`config.mk`:
```
export PLATFORM = sky130hd
export DESIGN_NAME = sched_base_align
export DESIGN_NICKNAME = d
export VERILOG_FILES = /design/src/rtl/sba_pkg.sv /design/src/rtl/sba_thresh.sv /design/src/rtl/sba_search.sv /design/src/rtl/sched_base_align.sv
export SDC_FILE = /design/constraint.sdc
export NUM_CORES = 2
export LEC_CHECK = 0
export ABC_CLOCK_PERIOD_IN_PS = 7500
export BUFFER_PORTS_ARGS = -buffer_cell sky130_fd_sc_hd__buf_2
export CAP_MARGIN = 0
export CORE_ASPECT_RATIO = 0.5
export CORE_MARGIN = 4
export CORE_UTILIZATION = 60
export DETAILED_ROUTE_END_ITERATION = 10
export GPL_TIMING_DRIVEN = 0
export HOLD_SLACK_MARGIN = 0.05
export PLACE_DENSITY = 0.78
export SLEW_MARGIN = 20
export SYNTH_ARGS = -nofsm -noshare
export SYNTH_HDL_FRONTEND = slang
export SYNTH_SLANG_ARGS = --single-unit
```
`constraint.sdc`:
```
create_clock -name clk -period 7.5 [get_ports clk]
set_input_delay 1.125 -clock clk [delete_from_list [all_inputs] [get_ports clk]]
set_output_delay 1.125 -clock clk [all_outputs]
set_load 0.005 [all_outputs]
```
`src/rtl/sba_pkg.sv`:
```
package sba_pkg;
  parameter int TIME_W  = 64;
  parameter int CYC_W   = 32;
  parameter int EXT_W   = TIME_W + 3;
  parameter int LVL_W   = 7;

  typedef enum logic [1:0] {
    ST_IDLE   = 2'd0,
    ST_GROW   = 2'd1,
    ST_SHRINK = 2'd2
  } sba_state_e;
endpackage

```
`src/rtl/sba_thresh.sv`:
```
module sba_thresh #(
  parameter int TW = 64,
  parameter int CW = 32,
  parameter int XW = TW + 3
) (
  input  logic [TW-1:0] req_i,
  input  logic [CW-1:0] cyc_i,
  input  logic [TW-1:0] now_i,
  output logic [XW-1:0] thr_o,
  output logic [XW-1:0] gap_o,
  output logic          ahead_o,
  output logic          zero_o
);
  logic [XW-1:0] req_x, cyc_x, now_x;

  always_comb begin
    req_x   = {{(XW-TW){1'b0}}, req_i};
    cyc_x   = {{(XW-CW){1'b0}}, cyc_i};
    now_x   = {{(XW-TW){1'b0}}, now_i};
    thr_o   = now_x + (cyc_x << 1);
    ahead_o = (req_x >= thr_o);
    gap_o   = ahead_o ? '0 : (thr_o - req_x);
    zero_o  = (cyc_i == '0);
  end
endmodule

```
`src/rtl/sba_search.sv`:
```
module sba_search
  import sba_pkg::*;
#(
  parameter int TW = 64,
  parameter int CW = 32,
  parameter int XW = TW + 3,
  parameter int LW = 7
) (
  input  logic          clk,
  input  logic          rst,
  input  logic          start,
  input  logic [TW-1:0] req_i,
  input  logic [CW-1:0] cyc_i,
  input  logic [XW-1:0] thr_i,
  input  logic [XW-1:0] gap_i,
  input  logic          ahead_i,
  input  logic          zero_i,
  output logic          busy_o,
  output logic          done_o,
  output logic          err_o,
  output logic [TW-1:0] res_o
);
  localparam int MAX_LVL = TW + 2;

  sba_state_e    state;
  logic [XW-1:0] run_q, chunk_q, thr_q, gap_q, cyc_q;
  logic [LW-1:0] lvl_q;
  logic          pass_q;
  logic [XW-1:0] sum_chunk, sum_cyc;

  always_comb begin
    sum_chunk = run_q + chunk_q;
    sum_cyc   = run_q + cyc_q;
  end

  assign busy_o = (state != ST_IDLE);

  always_ff @(posedge clk) begin
    if (rst) begin
      state   <= ST_IDLE;
      run_q   <= '0;
      chunk_q <= '0;
      thr_q   <= '0;
      gap_q   <= '0;
      cyc_q   <= '0;
      lvl_q   <= '0;
      pass_q  <= 1'b0;
      done_o  <= 1'b0;
      err_o   <= 1'b0;
      res_o   <= '0;
    end else begin
      case (state)
        ST_IDLE: begin
          if (start) begin
            done_o <= 1'b0;
            err_o  <= 1'b0;
            pass_q <= 1'b0;
            thr_q  <= thr_i;
            cyc_q  <= {{(XW-CW){1'b0}}, cyc_i};
            if (zero_i) begin
              done_o <= 1'b1;
              err_o  <= 1'b1;
              res_o  <= '0;
            end else if (ahead_i) begin
              done_o <= 1'b1;
              pass_q <= 1'b1;
              res_o  <= req_i;
            end else begin
              run_q   <= {{(XW-TW){1'b0}}, req_i};
              chunk_q <= {{(XW-CW){1'b0}}, cyc_i};
              gap_q   <= gap_i;
              lvl_q   <= '0;
              state   <= ST_GROW;
            end
          end
        end
        ST_GROW: begin
          if (chunk_q < gap_q) begin
            chunk_q <= chunk_q << 1;
            lvl_q   <= lvl_q + 1'b1;
          end else begin
            state <= ST_SHRINK;
          end
        end
        ST_SHRINK: begin
          if (sum_chunk < thr_q) begin
            run_q <= sum_chunk;
          end else if (lvl_q == '0) begin
            res_o  <= sum_cyc[TW-1:0];
            done_o <= 1'b1;
            state  <= ST_IDLE;
          end else begin
            chunk_q <= chunk_q >> 1;
            lvl_q   <= lvl_q - 1'b1;
          end
        end
        default: state <= ST_IDLE;
      endcase
    end
  end


  window_chk: assert property (@(posedge clk) disable iff (rst)
    ($rose(done_o) && !err_o && !pass_q) |->
      (({3'b0, res_o} >= thr_q) && ({3'b0, res_o} < thr_q + cyc_q)));


  err_done_chk: assert property (@(posedge clk) disable iff (rst)
    err_o |-> (done_o && res_o == '0));


  hold_chk: assert property (@(posedge clk) disable iff (rst)
    (done_o && !start) |=> (done_o && $stable(res_o) && $stable(err_o)));


  frozen_chk: assert property (@(posedge clk) disable iff (rst)
    busy_o |=> ($stable(thr_q) && $stable(cyc_q)));


  busy_done_chk: assert property (@(posedge clk) disable iff (rst)
    !(busy_o && done_o));


  lvl_bound_chk: assert property (@(posedge clk) disable iff (rst)
    lvl_q <= LW'(MAX_LVL));
endmodule

```
`src/rtl/sched_base_align.sv`:
```
module sched_base_align
  import sba_pkg::*;
#(
  parameter int TW = TIME_W,
  parameter int CW = CYC_W
) (
  input  logic          clk,
  input  logic          rst,
  input  logic          start,
  input  logic [TW-1:0] req_time,
  input  logic [CW-1:0] cycle_time,
  input  logic [TW-1:0] now_time,
  output logic          busy,
  output logic          done,
  output logic          err,
  output logic [TW-1:0] result
);
  localparam int XW = TW + 3;
  localparam int LW = $clog2(XW + 1);

  logic [XW-1:0] thr, gap;
  logic          ahead, zero;

  sba_thresh #(.TW(TW), .CW(CW), .XW(XW)) u_thresh (
    .req_i   (req_time),
    .cyc_i   (cycle_time),
    .now_i   (now_time),
    .thr_o   (thr),
    .gap_o   (gap),
    .ahead_o (ahead),
    .zero_o  (zero)
  );

  sba_search #(.TW(TW), .CW(CW), .XW(XW), .LW(LW)) u_search (
    .clk     (clk),
    .rst     (rst),
    .start   (start),
    .req_i   (req_time),
    .cyc_i   (cycle_time),
    .thr_i   (thr),
    .gap_i   (gap),
    .ahead_i (ahead),
    .zero_i  (zero),
    .busy_o  (busy),
    .done_o  (done),
    .err_o   (err),
    .res_o   (result)
  );
endmodule

```
; After elaboration in Yosys (flattened, before gate mapping)
; Cells that the tools add are included.
[op_classes]
order_cmp = 3
n_reduce_logical = 13
eq_ne = 12
add_sub_neg = 6
n_bitwise = 2
n_mux = 39
[op_table]
columns = cell, n
row1 = 2-to-1 mux 67 bit, 10
row2 = 2-to-1 mux 64 bit, 5
row3 = case mux 67 bit (3 select lines), 1
row4 = less-than comparator 67 bit, 2
row5 = case mux 67 bit (2 select lines), 1
row6 = case mux 64 bit (2 select lines), 1
row7 = adder 67 bit, 1
row8 = greater-or-equal comparator 64 x 67 -> 1 bit, 1
row9 = subtractor 67 x 64 -> 67 bit, 1
row10 = adder 64 x 33 -> 65 bit, 1
row11 = adder 64 x 32 -> 64 bit, 1
row12 = 2-to-1 mux 7 bit, 6
row13 = zero test 32 bit, 1
row14 = case mux 7 bit (3 select lines), 1
row15 = 2-to-1 mux 2 bit, 6
row16 = "!= test 2 bit, second input constant", 6
row17 = AND reduction 5 bit, 2
row18 = AND reduction 4 bit, 2
row19 = "adder 7 x 1 -> 7 bit, second input constant", 1
row20 = zero test 7 bit, 1
row21 = AND reduction 7 bit, 1
row22 = "subtractor 7 x 1 -> 7 bit, second input constant", 1
row23 = 2-to-1 mux 1 bit, 6
row24 = "!= test 2 x 1 -> 1 bit, second input constant", 3
row25 = other kinds (11), 13
[word_totals]
regBits = 375
out_inout_bits = 67
wordCells = 85

; Longest topological paths before layout
[logic_depth]
ltp_word = 6
mapped_depth = 29
depth_no_buf = 25

; Cells and area by module
; A second synthesis with hierarchy kept.
[unflattened]
cells_unflattened = 4410
area_unflattened_um2 = 32027.0
[by_module_without_submodules]
columns = mod, instances, cells_per_inst, area_each_um2, seq_area_each_um2
row1 = sba_search, 1, 3307, 24937.7, 7507.2
row2 = sba_thresh, 1, 1103, 7089.3, 0.0

; Least setup slack after synthesis
; OpenSTA, ideal clock, no wires.
[synth_path]
path_kind = input to register
startpoint = input cycle_time[0]
endpoint = register u_search.res_o[44]
required_ns = 7.364
setup_time_ns = 0.136
setup_slack_ns = 0.756
n_path_buf = 4
t_arrival_ns = 6.608
stages = 28
cell_sequence = ha_1 inv_1 fa_1 nor2b_1 o21ai_0 a21boi_1 o41ai_1 nand3_1 a211o_1 o31a_1 a31oi_1 buf_2 nor3_1 xnor2_1 ha_1 clkbuf_1 nand4_1 nor3_1 nand3_1 or2_2 o211ai_2 o21ai_1 a311oi_2 a211oi_2 buf_4 buf_2 nor2_1 a211oi_2
[synth_via]
elab_chain_cells = 4
word_cells_on_any_way = 8
classes_between = add/sub (1) / order compare (1) / eq/ne (1) / mux (3) / reduce/logical (2)
[synth_rtl]
columns = item, line_no
row1 = from (decl), sched_base_align.sv:11  ; input logic [CW-1:0] cycle_time,
row2 = adder 64 x 33 -> 65 bit, sba_thresh.sv:20  ; thr_o = now_x + (cyc_x << 1);
row3 = net thr[47], sched_base_align.sv:21  ; logic [XW-1:0] thr, gap;
row4 = greater-or-equal comparator 64 x 67 -> 1 bit, sba_thresh.sv:21  ; ahead_o = (req_x >= thr_o);
row5 = != test 3 x 2 -> 1 bit (no line), --
row6 = AND reduction 5 bit (no line), --
row7 = to (signal assigned), sba_search.sv:67  ; res_o <= req_i;
row8 = to (signal assigned), sba_search.sv:89  ; res_o <= sum_cyc[TW-1:0];
row9 = to (decl), sba_search.sv:21  ; output logic [TW-1:0] res_o
; The timed path passes the listed nets, and every way through them passes these cells. The select of a mux whose other input is x is not followed.
; A chain may end at the register's enable or synchronous reset.

; Worst setup path in the final report
[layout_path]
startpoint = input cycle_time[5]
endpoint = register u_search.res_o[61]
; Same word-level chain as after synthesis.

==> results.cfg <==
[outcome]
status = completed

[timing]
finalCriticalPeriod_ns = 7.392
setup_viol = 0
fin_crit_sh_pct = 98.56
hold_viol_final = 0
worst_pin_slew_ns = 1.308
max-slew-margin-rel_pct = 12.80
whs_ns = 0.4521
fmax_ghz = 0.1353
fin_skew_ns = 0.03108
maxSlewViolCount = 0
timing.setup.tns_ns = 0

[synth]
synthCells = 4121
ys_ff_latch = 373
syn_avg_cell_area_sq_um = 7.561
ys_warn_count = 0
synth.distinct_cells = 87
netlist_area_sq_mm = 0.03116
ys_seq_area_share_pct = 23.96
yosys_most_used_dff = dfxtp_1
syn_nets = 4623
synth_edf_count = 0
synthArstFlopShare_pct = 0

[die]
chipWidth_um = 330.3
initial_core_util_pct = 61.34
die_h_um = 169.1
rows = 58
die_area_sq_mm = 0.05586
ios = 230
core-area_sq_mm = 0.05080

[clocking]
cts_buffers = 38
clk_pin_slew_ns = 0.07
cts_root_buf = clkbuf_16
clk_latency_ns = 0.61
hold_buffers = 0
clock-sinks = 373
htree_levels = 2
cts_max_path_buffers = 3
cts_tree = built

[placement]
routabilityCongestion = 1.026
dpl_cell_area_sq_mm = 0.03319
io_buffer_count = 228
place_hpwl_mm = 105.4

[setup_path]
crit_slowest_cell = a2111o_1
cp_common_cell = buf_4
arrival_ns = 7.79
required_ns = 7.90
critPathMaxFanout = 10
startpoint_type = primary input
worstSetupEndpointType = flip-flop
crit_type = primary input to flip-flop
slowest_delay_ns = 0.46

[drt]
highest-signal-layer = met5
drc_errors = 0
drtIter0Drc = 4942
wire_per_inst_um = 25.71
vias = 34285
wl_met3_mm = 18.55
dr.pass1.iters = 9
viasPerCell = 6.696
wl_met2_mm = 52.15
wirelength_mm = 131.7
antenna_left = 0
drt-met1-wl_mm = 51.87

[power]
p_per_area_mw_per_mm2 = 390.0
max-vdd-ir-drop_mv = 0.3190
leakage_nw = 14.80

[global_routing]
antenna_found_initial = 8
overflow = 0
grt_max_degree = 15
grt_pass1_vias = 31742
grt_usage_pct = 44.94
grt_pass1_wl_mm = 190.2

[layout]
num-fill-cells = 4356
final_nets = 4905
synthToLayoutAreaGrowth_pct = 12.16
layout-drive-gt1-share_pct = 11.20
final_area_sq_mm = 0.03495

[job]
drv_cap = 0

[hold_path]
min_path_type = flip-flop to flip-flop
[where the power goes]
group | switching, mW | internal (mW) | total, mW
registers | 0.684 | 2.55 | 3.23
logic | 5.39 | 3.03 | 8.41
clock network | 0.931 | 1.05 | 1.98
[cells in the final DEF, fill, tap and decap left out, drive strengths merged, types with 16 or more instances in the layout]
| cell | synthesis | routed |
|---|---|---|
| xnor2 | 154 | 154 |
| nand3 | 89 | 89 |
| xor2 | 91 | 91 |
| a21oi | 419 | 419 |
| mux2i | 60 | 60 |
| nand2 | 465 | 465 |
| nor3 | 104 | 104 |
| and2 | 26 | 26 |
| a221oi | 87 | 87 |
| buf | 59 | 313 |
| a21o | 90 | 90 |
| o211ai | 30 | 30 |
| o21a | 42 | 42 |
| nor4 | 31 | 31 |
| a211oi | 161 | 161 |
| o21ai | 161 | 161 |
| a22oi | 42 | 42 |
| nand4 | 74 | 74 |
| clkbuf | 175 | 218 |
| a31oi | 40 | 40 |
| inv | 279 | 282 |
| or3 | 42 | 42 |
| ha | 334 | 334 |
| nand2b | 24 | 24 |
| and3 | 39 | 39 |
| nor2b | 58 | 58 |
| nor2 | 351 | 351 |
| or2 | 16 | 16 |
| dfxtp | 373 | 373 |
| o21bai | 30 | 30 |
[per-layer routing]
metal,track usage (%),vias up
met5,0,-
met4,25.29,8
met3,15.33,530
met2,64.39,2382
met1,59.17,15931
li1,-,15434
[cell usage after synthesis, types with 90 or more instances]
cell type	instances	share of area [%]
a211oi_1	117	2.8
a21o_1	90	2.2
a21oi_1	418	6.7
clkbuf_1	175	2.1
dfxtp_1	373	24
ha_1	334	13
inv_1	279	3.4
nand2_1	465	5.6
nor2_1	350	4.2
nor3_1	103	1.7
o21ai_0	153	2.5
xnor2_1	154	4.3
xor2_1	91	2.6
[layout make-up]
class / instances / area, sq um / area share [%]
multi-input cells: 3234 / 22000 / 62.95
flip-flops and latches: 373 / 7467 / 21.37
repair buffers: 252 / 1331 / 3.809
clock buffers: 55 / 1086 / 3.108
inverters: 280 / 1051 / 3.007
plain buffers: 224 / 1035 / 2.961
well taps: 690 / 863.3 / 2.470
clock inverters: 9 / 106.4 / 0.3043
diodes: 3 / 7.507 / 0.02148
[sequential cells by signal, indices dropped and copies added (netlist names)]
| signal | cells |
|---|---|
| u_search.state | 2 |
| u_search.run_q | 67 |
| u_search.res_o | 64 |
| u_search.cyc_q | 32 |
| u_search.chunk_q | 67 |
| u_search.done_o | 1 |
| u_search.gap_q | 67 |
| u_search.lvl_q | 7 |
| u_search.thr_q | 65 |
| u_search.err_o | 1 |
[per-stage QoR]
stage	power (mW)	worst slack [ns]	utilization (%)	cells
after global routing	14.33	-0.09427	68.79	5119
after CTS	13.09	0.02925	68.08	5110
final	13.63	0.1077	68.80	5120
after detailed placement	11.06	-2.233	65.33	5039
after floorplan	8.517	0.7557	-	4121
after global placement	10.78	-2.314	65.28	5039
[timing repair]
item / 4_1_cts / 5_1_grt
cloned: 0 / 1
setup buffers: 11 / 12
setup endpoints to repair: 275 / 273
gates resized for setup: 33 / 59
pin swaps: 7 / 15
[critical path: cells and delay by family]
kind / cells / cell delay, ns
buf+inv: 9 / 1.64
simple gates: 7 / 1.24
fa+ha+maj: 2 / 0.78
xor+xnor: 1 / 0.16
compound gates: 11 / 2.84
[final timing paths]
path | end | start | cells after the start | slack (ns)
worst min-delay path | u_search.gap_q[10] | u_search.gap_q[10] | 2 | 0.45
worst min register to register | u_search.gap_q[10] | u_search.gap_q[10] | 2 | 0.45
worst max register to register | u_search.chunk_q[32] | u_search.chunk_q[23] | 24 | 0.13
worst max-delay path | u_search.res_o[61] | cycle_time[5] | 30 | 0.11
[logic make-up after synthesis]
| group | share of synthesized area [%] |
|---|---|
| xor gates and xnor gates | 6.887 |
| buffers and inverters | 6.706 |
| adders and majority gates | 13.73 |
| and+or+nand+nor | 20.29 |
| muxes | 1.927 |
| AOI/OAI and AO/OA | 26.49 |
| DFF | 23.96 |
Power figures use the tool's default switching activity.
